$ cat src/rtl/uart_irq_pkg.sv
package uart_irq_pkg;

    localparam int NUM_SRC     = 9;

    // Raw-vector bit positions (software decodes these)
    localparam int IDX_RXFULL  = 0;
    localparam int IDX_TXEMPTY = 1;
    localparam int IDX_PARITY  = 2;
    localparam int IDX_FRAME   = 3;
    localparam int IDX_OVF     = 4;
    localparam int IDX_DSR     = 5;
    localparam int IDX_CTS     = 6;
    localparam int IDX_BREAK   = 7;
    localparam int IDX_TOUT    = 8;

    typedef enum logic [1:0] {
        REG_ENABLE = 2'd0,
        REG_CLEAR  = 2'd1,
        REG_LEVEL  = 2'd2,
        REG_TOUT   = 2'd3
    } reg_addr_e;

    typedef enum logic [1:0] {
        TO_IDLE  = 2'd0,
        TO_COUNT = 2'd1,
        TO_FIRED = 2'd2
    } tout_state_e;

    typedef enum logic {
        LINE_LOW  = 1'b0,
        LINE_HIGH = 1'b1
    } line_state_e;

endpackage

$ cat src/rtl/irq_level_cmp.sv
module irq_level_cmp #(
    parameter int CNT_W = 8,
    parameter int THR_W = 7
) (
    input  logic [CNT_W-1:0] rx_count,
    input  logic [CNT_W-1:0] tx_count,
    input  logic [THR_W-1:0] rx_thr,
    input  logic [THR_W-1:0] tx_thr,
    output logic             rx_full_set,
    output logic             tx_empty_set
);

    logic [CNT_W-1:0] rx_thr_ext;
    logic [CNT_W-1:0] tx_thr_ext;

    always_comb begin
        rx_thr_ext   = CNT_W'(rx_thr);
        tx_thr_ext   = CNT_W'(tx_thr);
        rx_full_set  = (rx_count > rx_thr_ext);
        tx_empty_set = (tx_count < tx_thr_ext);
    end

    // An empty receive FIFO can never exceed any threshold
    always_comb begin
        if (rx_count == '0)
            assert_empty_rx_quiet_R5: assert (!rx_full_set);
    end

    // A zero low-water mark can never be undercut
    always_comb begin
        if (tx_thr == '0)
            assert_zero_tx_thr_quiet_R6: assert (!tx_empty_set);
    end

endmodule

$ cat src/rtl/irq_tout_fsm.sv
module irq_tout_fsm
    import uart_irq_pkg::*;
#(
    parameter int CNT_W = 8,
    parameter int THR_W = 7
) (
    input  logic             clk,
    input  logic             rst_n,
    input  logic             tout_en,
    input  logic [THR_W-1:0] tout_thr,
    input  logic [CNT_W-1:0] rx_count,
    input  logic             rx_byte,
    input  logic             char_tick,
    output logic             tout_fire
);

    tout_state_e      state_q;
    tout_state_e      state_nxt;
    logic [THR_W-1:0] tick_cnt_q;
    logic [THR_W-1:0] tick_cnt_inc;
    logic             leave;
    logic             hit;

    always_comb begin
        leave        = !tout_en || (rx_count == '0);
        tick_cnt_inc = tick_cnt_q + 1'b1;
        hit          = char_tick && (tout_thr != '0) && (tick_cnt_inc == tout_thr);
    end

    // Next-state decision
    always_comb begin
        state_nxt = state_q;
        unique case (state_q)
            TO_IDLE: begin
                if (!leave)
                    state_nxt = TO_COUNT;
            end
            TO_COUNT: begin
                if (leave)
                    state_nxt = TO_IDLE;
                else if (rx_byte)
                    state_nxt = TO_COUNT;
                else if (hit)
                    state_nxt = TO_FIRED;
            end
            TO_FIRED: begin
                if (leave)
                    state_nxt = TO_IDLE;
                else if (rx_byte)
                    state_nxt = TO_COUNT;
            end
            default: state_nxt = TO_IDLE;
        endcase
    end

    // State and tick counter registers
    always_ff @(posedge clk or negedge rst_n) begin
        if (!rst_n) begin
            state_q    <= TO_IDLE;
            tick_cnt_q <= '0;
        end else begin
            state_q <= state_nxt;
            if (state_q == TO_COUNT && state_nxt == TO_COUNT && !rx_byte) begin
                if (char_tick)
                    tick_cnt_q <= tick_cnt_inc;
            end else begin
                tick_cnt_q <= '0;
            end
        end
    end

    // Output: the event is the COUNT -> FIRED transition
    always_comb begin
        tout_fire = (state_q == TO_COUNT) && (state_nxt == TO_FIRED);
    end

    assert_no_fire_when_empty_R7: assert property (@(posedge clk) disable iff (!rst_n)
        (rx_count == '0) |-> !tout_fire);

    assert_no_fire_zero_thr_R7: assert property (@(posedge clk) disable iff (!rst_n)
        (tout_thr == '0) |-> !tout_fire);

    assert_single_fire_R7: assert property (@(posedge clk) disable iff (!rst_n)
        tout_fire |=> !tout_fire);

endmodule

$ cat src/rtl/irq_line_watch.sv
module irq_line_watch
    import uart_irq_pkg::*;
#(
    parameter int SYNC_STAGES = 2
) (
    input  logic clk,
    input  logic rst_n,
    input  logic line_async,
    output logic line_changed
);

    logic [SYNC_STAGES-1:0] sync_q;
    logic                   line_sync;
    line_state_e            state_q;
    line_state_e            state_nxt;

    always_ff @(posedge clk or negedge rst_n) begin
        if (!rst_n)
            sync_q <= '0;
        else
            sync_q <= {sync_q[SYNC_STAGES-2:0], line_async};
    end

    always_comb begin
        line_sync = sync_q[SYNC_STAGES-1];
        state_nxt = state_q;
        unique case (state_q)
            LINE_LOW:  if (line_sync)  state_nxt = LINE_HIGH;
            LINE_HIGH: if (!line_sync) state_nxt = LINE_LOW;
            default:   state_nxt = LINE_LOW;
        endcase
    end

    always_ff @(posedge clk or negedge rst_n) begin
        if (!rst_n)
            state_q <= LINE_LOW;
        else
            state_q <= state_nxt;
    end

    always_comb begin
        line_changed = (state_q == LINE_LOW  &&  line_sync) ||
                       (state_q == LINE_HIGH && !line_sync);
    end

    assert_change_moves_state_R9: assert property (@(posedge clk) disable iff (!rst_n)
        line_changed |=> (state_q != $past(state_q)));

    assert_quiet_holds_state_R9: assert property (@(posedge clk) disable iff (!rst_n)
        !line_changed |=> $stable(state_q));

endmodule

$ cat src/rtl/uart_irq_hub.sv
module uart_irq_hub
    import uart_irq_pkg::*;
#(
    parameter int CNT_W           = 8,
    parameter int THR_W           = 7,
    parameter int WDATA_W         = 16,
    parameter int SYNC_STAGES     = 2,
    parameter int LEVEL_THR_RESET = 96
) (
    input  logic               clk,
    input  logic               rst_n,
    input  logic [CNT_W-1:0]   rx_count,
    input  logic [CNT_W-1:0]   tx_count,
    input  logic               rx_byte_stb,
    input  logic               char_tick,
    input  logic               parity_err_stb,
    input  logic               frame_err_stb,
    input  logic               rx_ovf_stb,
    input  logic               break_stb,
    input  logic               cts_line,
    input  logic               dsr_line,
    input  logic               reg_wr,
    input  logic [1:0]         reg_addr,
    input  logic [WDATA_W-1:0] reg_wdata,
    output logic [8:0]         raw_status,
    output logic [8:0]         pend_status,
    output logic               irq
);

    localparam int TX_LSB      = 8;
    localparam int TOUT_EN_BIT = WDATA_W - 1;
    localparam int NUM_LINES   = 2;
    localparam logic [THR_W-1:0] THR_RST = THR_W'(LEVEL_THR_RESET);

    reg_addr_e          addr_sel;
    logic [NUM_SRC-1:0] en_q;
    logic [THR_W-1:0]   rx_thr_q;
    logic [THR_W-1:0]   tx_thr_q;
    logic [THR_W-1:0]   tout_thr_q;
    logic               tout_en_q;
    logic [NUM_SRC-1:0] raw_q;
    logic [NUM_SRC-1:0] pend;
    logic [NUM_SRC-1:0] set_vec;
    logic [NUM_SRC-1:0] clr_vec;
    logic               irq_q;
    logic               rx_full_set;
    logic               tx_empty_set;
    logic               tout_fire;
    logic [NUM_LINES-1:0] line_in;
    logic [NUM_LINES-1:0] line_chg;

    assign addr_sel = reg_addr_e'(reg_addr);

    // Configuration registers
    always_ff @(posedge clk or negedge rst_n) begin
        if (!rst_n) begin
            en_q       <= '0;
            rx_thr_q   <= THR_RST;
            tx_thr_q   <= THR_RST;
            tout_thr_q <= '0;
            tout_en_q  <= 1'b0;
        end else if (reg_wr) begin
            unique case (addr_sel)
                REG_ENABLE: en_q <= reg_wdata[NUM_SRC-1:0];
                REG_LEVEL: begin
                    rx_thr_q <= reg_wdata[THR_W-1:0];
                    tx_thr_q <= reg_wdata[TX_LSB +: THR_W];
                end
                REG_TOUT: begin
                    tout_thr_q <= reg_wdata[THR_W-1:0];
                    tout_en_q  <= reg_wdata[TOUT_EN_BIT];
                end
                default: ;
            endcase
        end
    end

    always_comb begin
        clr_vec = (reg_wr && addr_sel == REG_CLEAR) ? reg_wdata[NUM_SRC-1:0] : '0;
    end

    // Source generators
    irq_level_cmp #(
        .CNT_W(CNT_W),
        .THR_W(THR_W)
    ) u_level (
        .rx_count    (rx_count),
        .tx_count    (tx_count),
        .rx_thr      (rx_thr_q),
        .tx_thr      (tx_thr_q),
        .rx_full_set (rx_full_set),
        .tx_empty_set(tx_empty_set)
    );

    irq_tout_fsm #(
        .CNT_W(CNT_W),
        .THR_W(THR_W)
    ) u_tout (
        .clk      (clk),
        .rst_n    (rst_n),
        .tout_en  (tout_en_q),
        .tout_thr (tout_thr_q),
        .rx_count (rx_count),
        .rx_byte  (rx_byte_stb),
        .char_tick(char_tick),
        .tout_fire(tout_fire)
    );

    // Line 0 watches DSR, line 1 watches CTS
    assign line_in = {cts_line, dsr_line};

    for (genvar l = 0; l < NUM_LINES; l++) begin : g_line
        irq_line_watch #(
            .SYNC_STAGES(SYNC_STAGES)
        ) u_watch (
            .clk         (clk),
            .rst_n       (rst_n),
            .line_async  (line_in[l]),
            .line_changed(line_chg[l])
        );
    end

    always_comb begin
        set_vec              = '0;
        set_vec[IDX_RXFULL]  = rx_full_set;
        set_vec[IDX_TXEMPTY] = tx_empty_set;
        set_vec[IDX_PARITY]  = parity_err_stb;
        set_vec[IDX_FRAME]   = frame_err_stb;
        set_vec[IDX_OVF]     = rx_ovf_stb;
        set_vec[IDX_DSR]     = line_chg[0];
        set_vec[IDX_CTS]     = line_chg[1];
        set_vec[IDX_BREAK]   = break_stb;
        set_vec[IDX_TOUT]    = tout_fire;
    end

    // Raw latches: set has priority over clear
    for (genvar i = 0; i < NUM_SRC; i++) begin : g_raw
        always_ff @(posedge clk or negedge rst_n) begin
            if (!rst_n)
                raw_q[i] <= 1'b0;
            else
                raw_q[i] <= (raw_q[i] & ~clr_vec[i]) | set_vec[i];
        end

        assert_set_wins_R4: assert property (@(posedge clk) disable iff (!rst_n)
            set_vec[i] |=> raw_q[i]);

        assert_clear_drops_R3: assert property (@(posedge clk) disable iff (!rst_n)
            (clr_vec[i] && !set_vec[i]) |=> !raw_q[i]);

        assert_zero_write_holds_R3: assert property (@(posedge clk) disable iff (!rst_n)
            (raw_q[i] && !clr_vec[i]) |=> raw_q[i]);
    end

    always_comb begin
        pend = raw_q & en_q;
    end

    always_ff @(posedge clk or negedge rst_n) begin
        if (!rst_n)
            irq_q <= 1'b0;
        else
            irq_q <= |pend;
    end

    assert_irq_rises_R2: assert property (@(posedge clk) disable iff (!rst_n)
        (|pend) |=> irq_q);

    assert_irq_falls_R2: assert property (@(posedge clk) disable iff (!rst_n)
        !(|pend) |=> !irq_q);

    assign raw_status  = raw_q;
    assign pend_status = pend;
    assign irq         = irq_q;

endmodule

$ cat config.mk
export PLATFORM = sky130hd
export DESIGN_NAME = uart_irq_hub
export DESIGN_NICKNAME = d
export VERILOG_FILES = /design/src/rtl/uart_irq_pkg.sv /design/src/rtl/irq_level_cmp.sv /design/src/rtl/irq_tout_fsm.sv /design/src/rtl/irq_line_watch.sv /design/src/rtl/uart_irq_hub.sv
export SDC_FILE = /design/constraint.sdc
export NUM_CORES = 1
export LEC_CHECK = 0
export BUFFER_PORTS_ARGS = -buffer_cell sky130_fd_sc_hd__buf_2
export CORE_ASPECT_RATIO = 1.2
export CORE_MARGIN = 3
export CORE_UTILIZATION = 59
export DETAILED_ROUTE_END_ITERATION = 10
export PLACE_DENSITY_LB_ADDON = 0.3
export SYNTH_ARGS = -nofsm -noshare
export SYNTH_HDL_FRONTEND = slang
export SYNTH_HIERARCHICAL = 1
export SYNTH_SLANG_ARGS = --single-unit
$ cat constraint.sdc
create_clock -name clk -period 4.5 [get_ports clk]
set_input_delay 0.225 -clock clk [delete_from_list [all_inputs] [get_ports clk]]
set_output_delay 0.225 -clock clk [all_outputs]
set_load 0.01 [all_outputs]
==> impl_metrics.env, run 1 <==
export IMPL_status="finished clean"
export IMPL_cts_root_buf="clkbuf_8"
export IMPL_power_leakage_nw=1.63
export IMPL_antenna_cells=0
export IMPL_stdcell_count=368
export IMPL_drive_gt1_frac=0.374
export IMPL_synth_area_per_cell_um2=12.2
export IMPL_critical_path_required_ps=4750
export IMPL_wl_per_cell_um=15.7
export IMPL_dp_hpwl_mm=4.27
export IMPL_syn_area_mm2=0.00299
export IMPL_cts_clk_slew_worst_paths_ps=100
export IMPL_wirelength_mm=5.76
export IMPL_endpoint="raw_status[8]"
export IMPL_postLayoutCoreUtil=0.729
export IMPL_timing_final_ws_setup_ps=2240
export IMPL_io_pins=64
export IMPL_cp_end_kind="flip-flop"
export IMPL_timing_rr_end="raw_status[8]"
export IMPL_cp_arrival_ps=2520
export IMPL_fmax_mhz=442
export IMPL_synthToLayoutAreaGrowth_pct=15.3
export IMPL_p_clk_frac=0.308
export IMPL_dp_slack_ps=2310
export IMPL_comb_power_share=0.208
export IMPL_holdBufCountCts=0
export IMPL_final_nets=368
export IMPL_reg2reg_depth=7
export IMPL_swShare=0.264
export IMPL_rrSetupSlack_ps=2240
export IMPL_rsz0062_at_grt="no"
export IMPL_synth_ff_latch_count=56
export IMPL_syn_inst=246
export IMPL_ctsHtreeMaxLevel=2
export IMPL_ff_latch_area_mm2=0.00141
export IMPL_crit_start="u_tout/tick_cnt_q[0]"
export IMPL_core_area_mm2=0.00473
export IMPL_io_buffers=63
export IMPL_place_inst=360
export IMPL_hold_class="in2reg"
export IMPL_tritoncts="done"
export IMPL_vias_per_cell=5.61
export IMPL_vias=2066
export IMPL_syn_num_nets=305
export IMPL_grt_pass1_vias=2083
export IMPL_cts_buffer_depth=2
export IMPL_switchingPower_mw=0.336
export IMPL_slew_headroom=0.347
export IMPL_start_util=0.633
export IMPL_seq_power_share=0.484
export IMPL_tightestPinTransition_ps=978
export IMPL_slew_viol_final=0
export IMPL_remaining_drc_errors=0
export IMPL_grt_max_degree=57
export IMPL_cp_start_kind="flip-flop"
export IMPL_fin_setup_tns_ps=0
export IMPL_die_height_um=84.0
export IMPL_place_congestion=0.912
export IMPL_critPathSlowestCell="dfrtp_1"
export IMPL_numClockSinks=56
export IMPL_cts_buffers=5
export IMPL_final_hold_viol_count=0
export IMPL_path_buf_inv=0
export IMPL_min_period_ps=2260
export IMPL_power_density_mw_per_mm2=369
export IMPL_crit_chain="ha_1, o21ba_1, a221oi_2, o2111ai_2, nor4_4, and2_1, a21o_1"
export IMPL_path_depth=7
export IMPL_drt_iter0_drc=53
export IMPL_floorplan_die_area_mm2=0.00596
export IMPL_peakVddDrop_mv=0.338
export IMPL_multiInputGateArea_mm2=0.00146
export IMPL_crit_type="reg2reg"
export IMPL_post_cts_resized=0
export IMPL_fin_skew_ps=8.54
export IMPL_max_cap_violations=0
export IMPL_overflow=0
export IMPL_clk_latency_ps=310
export IMPL_rr_startpoint="u_tout/tick_cnt_q[0]"
export IMPL_dr_pass1_iters=4
export IMPL_synthFlopType="dfrtp_1"
export IMPL_track_usage=0.201
export IMPL_hp_start="cts_line"
export IMPL_fill_cells=350
export IMPL_yosys_warnings=6
export IMPL_finalCritPeriodShare=0.502
export IMPL_antenna_left=0
export IMPL_synth_distinct_cells=50
export IMPL_fp_dieW_um=71.0
export IMPL_setup_viol=0
export IMPL_cp_top_family="compound AO/OA/AOI/OAI gates"
export IMPL_antenna_found_initial=0
export IMPL_yosysSeqAreaShare=0.470
export IMPL_timing_hold_ws_ps=17.1
export IMPL_critPathMaxFanout=9
export IMPL_synth_edf_count=0
export IMPL_synthArstFlopShare=1.00
export IMPL_grt_first_pass_wirelength_mm=9.60
export IMPL_slowest_delay_ps=460
export IMPL_rows=27
export IMPL_p_int_mw=0.938
export IMPL_cts_setup_buffers=0
[metal layers]
layer	track usage	share of wire
met5	0	0
met4	0.0479	0.0095
met3	0.0373	0.042
met2	0.343	0.51
met1	0.262	0.44
[flip-flops by register name, summed over array words and instances, names as in the netlist, 2 cells and up]
register,count
tout_thr_q,7
rx_thr_q,7
u_tout/tick_cnt_q,7
tx_thr_q,7
g_line.u_watch/sync_q,4
u_tout/state_q,2
raw_status,9
g_line.u_watch/state_q,2
en_q,9
[power groups by stage]
stage	clock network, mW	logic (mW)	registers, mW
after floorplan	0	0.187	0.614
after global placement	0	0.259	0.624
after detailed placement	0	0.268	0.627
after CTS	0.396	0.270	0.617
after global routing	0.416	0.298	0.626
final	0.392	0.265	0.616
[how the worst min path moves through the flow]
stage	slack, ps	endpoint	depth (start not counted)
after floorplan	-70	en_q[0]	0
final	20	g_line[1].u_watch/sync_q[0]	1
after CTS	9	g_line[1].u_watch/sync_q[0]	1
after global routing	2	g_line[0].u_watch/sync_q[0]	1
after detailed placement	330	g_line[1].u_watch/sync_q[0]	1
after global placement	330	g_line[0].u_watch/sync_q[0]	1
[area by class of cell]
class                      count  area share
timing repair buffer          64      0.0936
clock buffer                   5      0.0199
tap                           58      0.0210
clock inverter                 3      0.0199
multi-input combinational    169       0.424
inverter                      13      0.0141
sequential                    56       0.408
[per-stage QoR]
step,instance area [um2],total power [mW]
after floorplan,2990,0.800
after CTS,3450,1.28
final,3450,1.27
after global routing,3450,1.34
after detailed placement,3310,0.895
after global placement,3310,0.883
[cells in the final DEF, fill, tap and decap left out, drive strengths merged, types with 2 or more instances in the layout]
cell	count
nor3b	3
a221oi	2
o2111ai	2
buf	64
nand2	10
mux2	31
and2	11
a22oi	3
a21o	12
bufinv	2
nand2b	4
and3	2
nand3b	2
dfrtp	52
inv	14
or4	2
nand3	6
ha	14
a21oi	5
dfstp	4
nor4	2
xnor2	9
nand4	5
nor2	10
xor2	6
clkbuf	5
o21ai	3
nand4b	10
a211oi	2
nor2b	3
[synth_stat cells, drive strengths merged, types with 5 or more instances]
| cell type | n | share of area |
|---|---|---|
| ha | 14 | 0.059 |
| mux2 | 31 | 0.13 |
| and2 | 11 | 0.023 |
| a21o | 12 | 0.030 |
| inv | 13 | 0.016 |
| nand2 | 10 | 0.013 |
| nand4 | 5 | 0.010 |
| dfrtp | 52 | 0.43 |
| a21oi | 5 | 0.0084 |
| xnor2 | 9 | 0.026 |
| nand4b | 10 | 0.029 |
| nand3 | 6 | 0.014 |
| xor2 | 6 | 0.018 |
| nor2 | 10 | 0.013 |
| buf | 6 | 0.019 |
[logic make-up (layout without fill, tap and decap cells)]
kind of cell	Yosys count	in the layout	share of synthesized area
buf+inv	21	85	0.0414
mux	32	32	0.134
simple gates	74	74	0.166
fa+ha+maj	14	14	0.0586
flops	56	56	0.470
xor+xnor	15	15	0.0439
compound gates	34	34	0.0866
Note: power is estimated with default switching activity, not from simulation.
==> run 2: changes to the inputs <==
--- a/config.mk
+++ b/config.mk
@@ -8,7 +8,7 @@
 export BUFFER_PORTS_ARGS = -buffer_cell sky130_fd_sc_hd__buf_2
 export CORE_ASPECT_RATIO = 1.2
 export CORE_MARGIN = 3
-export CORE_UTILIZATION = 59
+export CORE_UTILIZATION = 49
 export DETAILED_ROUTE_END_ITERATION = 10
 export PLACE_DENSITY_LB_ADDON = 0.3
 export SYNTH_ARGS = -nofsm -noshare
==> constraint.sdc (replaced) <==
create_clock -name clk -period 2 [get_ports clk]
set_input_delay 0.1 -clock clk [delete_from_list [all_inputs] [get_ports clk]]
set_output_delay 0.1 -clock clk [all_outputs]
set_load 0.01 [all_outputs]
==> run 2 against run 1 <==
  * Setup slack lost 2200 ps
  * Hold slack gained 0.83 ps
  * Total power grew 110%
  * Clock-buffer cell count grew 1
  * Routed wire length grew 6.1%
  * Die area grew 19%
  * Clock skew shrank 4.2 ps
  * Sequential power grew 130%
  * Combinational power grew 140%
==> impl_metrics.env, run 2 (synthesis gave the netlist of run 1 again) <==
export IMPL_place_congestion=0.845
export IMPL_routed_wl_met3_um=182
export IMPL_io_buffers=63
export IMPL_vias_per_cell=5.22
export IMPL_dr_wl_met2_mm=3.14
export IMPL_final_cell_mix="buf_2, dfrtp_1, mux2_2"
export IMPL_start_util=0.518
export IMPL_status="finished clean"
export IMPL_critical_path_required_ps=2250
export IMPL_final_hold_viol_count=0
export IMPL_io_pins=64
export IMPL_max_cap_violations=0
export IMPL_synthToLayoutAreaGrowth_pct=22.1
export IMPL_slew_headroom=0.598
export IMPL_stdcell_area_mm2=0.00365
export IMPL_cp_start_kind="flip-flop"
export IMPL_fmax_mhz=518
export IMPL_tightestPinTransition_ps=601
export IMPL_cts_clk_slew_worst_paths_ps=90
export IMPL_numClockSinks=56
export IMPL_finalCritPeriodShare=0.965
export IMPL_fin_setup_tns_ps=0
export IMPL_crit_type="reg2reg"
export IMPL_fp_dieW_um=77.3
export IMPL_critPathSlowestCell="dfrtp_1"
export IMPL_hold_class="in2reg"
export IMPL_place_inst=391
export IMPL_dp_slack_ps=-65.5
export IMPL_core_area_mm2=0.00578
export IMPL_dr_pass1_iters=5
export IMPL_cp_arrival_ps=2180
export IMPL_dp_hpwl_mm=4.63
export IMPL_cts_buffer_depth=2
export IMPL_wl_met1_mm=2.73
export IMPL_drt_iter0_drc=84
export IMPL_remaining_drc_errors=0
export IMPL_clk_latency_ps=310
export IMPL_peakVddDrop_mv=0.549
export IMPL_reg2reg_depth=8
export IMPL_ctsHtreeMaxLevel=2
export IMPL_final_common_cell="buf_2"
export IMPL_place_area_mm2=0.00342
export IMPL_grt_pass1_vias=2234
export IMPL_ff_latch_area_mm2=0.00141
export IMPL_slowest_delay_ps=420
export IMPL_cts_root_buf="clkbuf_8"
export IMPL_critPathMaxFanout=5
export IMPL_die_height_um=91.6
export IMPL_stdcell_count=411
export IMPL_multiInputGateArea_mm2=0.00149
export IMPL_floorplan_die_area_mm2=0.00708
export IMPL_tritoncts="done"
export IMPL_fill_cells=492
export IMPL_power_leakage_nw=1.71
export IMPL_setup_viol=0
export IMPL_rsz0062_at_grt="yes"
export IMPL_postLayoutCoreUtil=0.632
export IMPL_antenna_cells=0
export IMPL_wl_per_cell_um=14.9
export IMPL_rows=30
export IMPL_min_period_ps=1930
export IMPL_grt_first_pass_wirelength_mm=10.4
export IMPL_wirelength_mm=6.11
export IMPL_timing_final_ws_setup_ps=70.3
export IMPL_overflow=0
export IMPL_track_usage=0.184
export IMPL_highest_layer="met4"
export IMPL_vias=2144
export IMPL_antenna_left=0
export IMPL_drive_gt1_frac=0.402
export IMPL_cts_buffers=5
export IMPL_crit_chain="ha_4, o21ba_4, a221oi_4, o2111ai_2, nor4_4, buf_4, and2_4, a21o_1"
export IMPL_slew_viol_final=0
export IMPL_fin_skew_ps=4.38
export IMPL_grt_max_degree=34
export IMPL_final_nets=389
export IMPL_power_density_mw_per_mm2=726
export IMPL_cp_end_kind="flip-flop"
export IMPL_min_path_cells=2
export IMPL_antenna_found_initial=0
[run 2: changes by cell type in the layout (fill, tap and decap cells not counted), moves of 2 or more]
cell,change
clkinv_2,+2
dlygate4sd3_1,+7
bufinv_16,-2
buf_4,+13
[run 2: final timing paths]
check	startpoint	to	slack [ps]
setup / recovery	u_tout/tick_cnt_q[1]	raw_status[8]	70
setup reg to reg	u_tout/tick_cnt_q[1]	raw_status[8]	70
min in group asynchronous	rst_n	rx_thr_q[0]	320
hold reg to reg	g_line[1].u_watch/sync_q[0]	g_line[1].u_watch/sync_q[1]	360
hold / removal	reg_wdata[15]	tout_en_q	20
max in group asynchronous	rst_n	tx_thr_q[5]	1050
[run 2: final cells by class]
type,instances,share of cell area
inverter,13,0.0134
tap,80,0.0274
sequential,56,0.385
clock inverter,2,0.00274
clock buffer,6,0.0226
timing repair buffer,85,0.140
multi-input combinational,169,0.409
[run 2: metrics by stage]
step | hold slack (ps) | power, mW
finish | 17.9 | 2.65
floorplan | -196 | 1.80
CTS | 9.50 | 2.67
global placement | 121 | 2.01
detailed placement | 123 | 2.03
global route | 12.4 | 2.81
[run 2: report_power, final]
part,switching [mW],internal (mW)
clock,0.352,0.277
combinational,0.281,0.354
sequential,0.104,1.28
total,0.738,1.91
[run 2: per-layer routing]
| layer | track usage | vias to the layer above |
|---|---|---|
| met2 | 0.329 | 34 |
| met3 | 0.0288 | 5 |
| li1 | - | 1058 |
| met4 | 0.0534 | 0 |
| met5 | 0 | - |
| met1 | 0.228 | 1047 |
[run 2: repair_timing]
| action | 4_1_cts | 5_1_grt |
|---|---|---|
| hold endpoints to repair | 29 | 0 |
| hold buffers | 7 | 0 |
| pin swaps | 3 | 5 |
| gates cloned | 0 | 0 |
| gates resized for setup | 1 | 4 |
| setup endpoints to repair | 6 | 6 |
| buffers inserted | 2 | 3 |
[run 2: worst max-delay path: cells and delay by family, from the launching register on]
kind,cells,cell delay (ps)
AO/OA/AOI/OAI,4,760
flip-flops,1,420
AND/OR/NAND/NOR,2,320
adder cells (fa/ha/maj),1,190
buffers and inverters,1,180
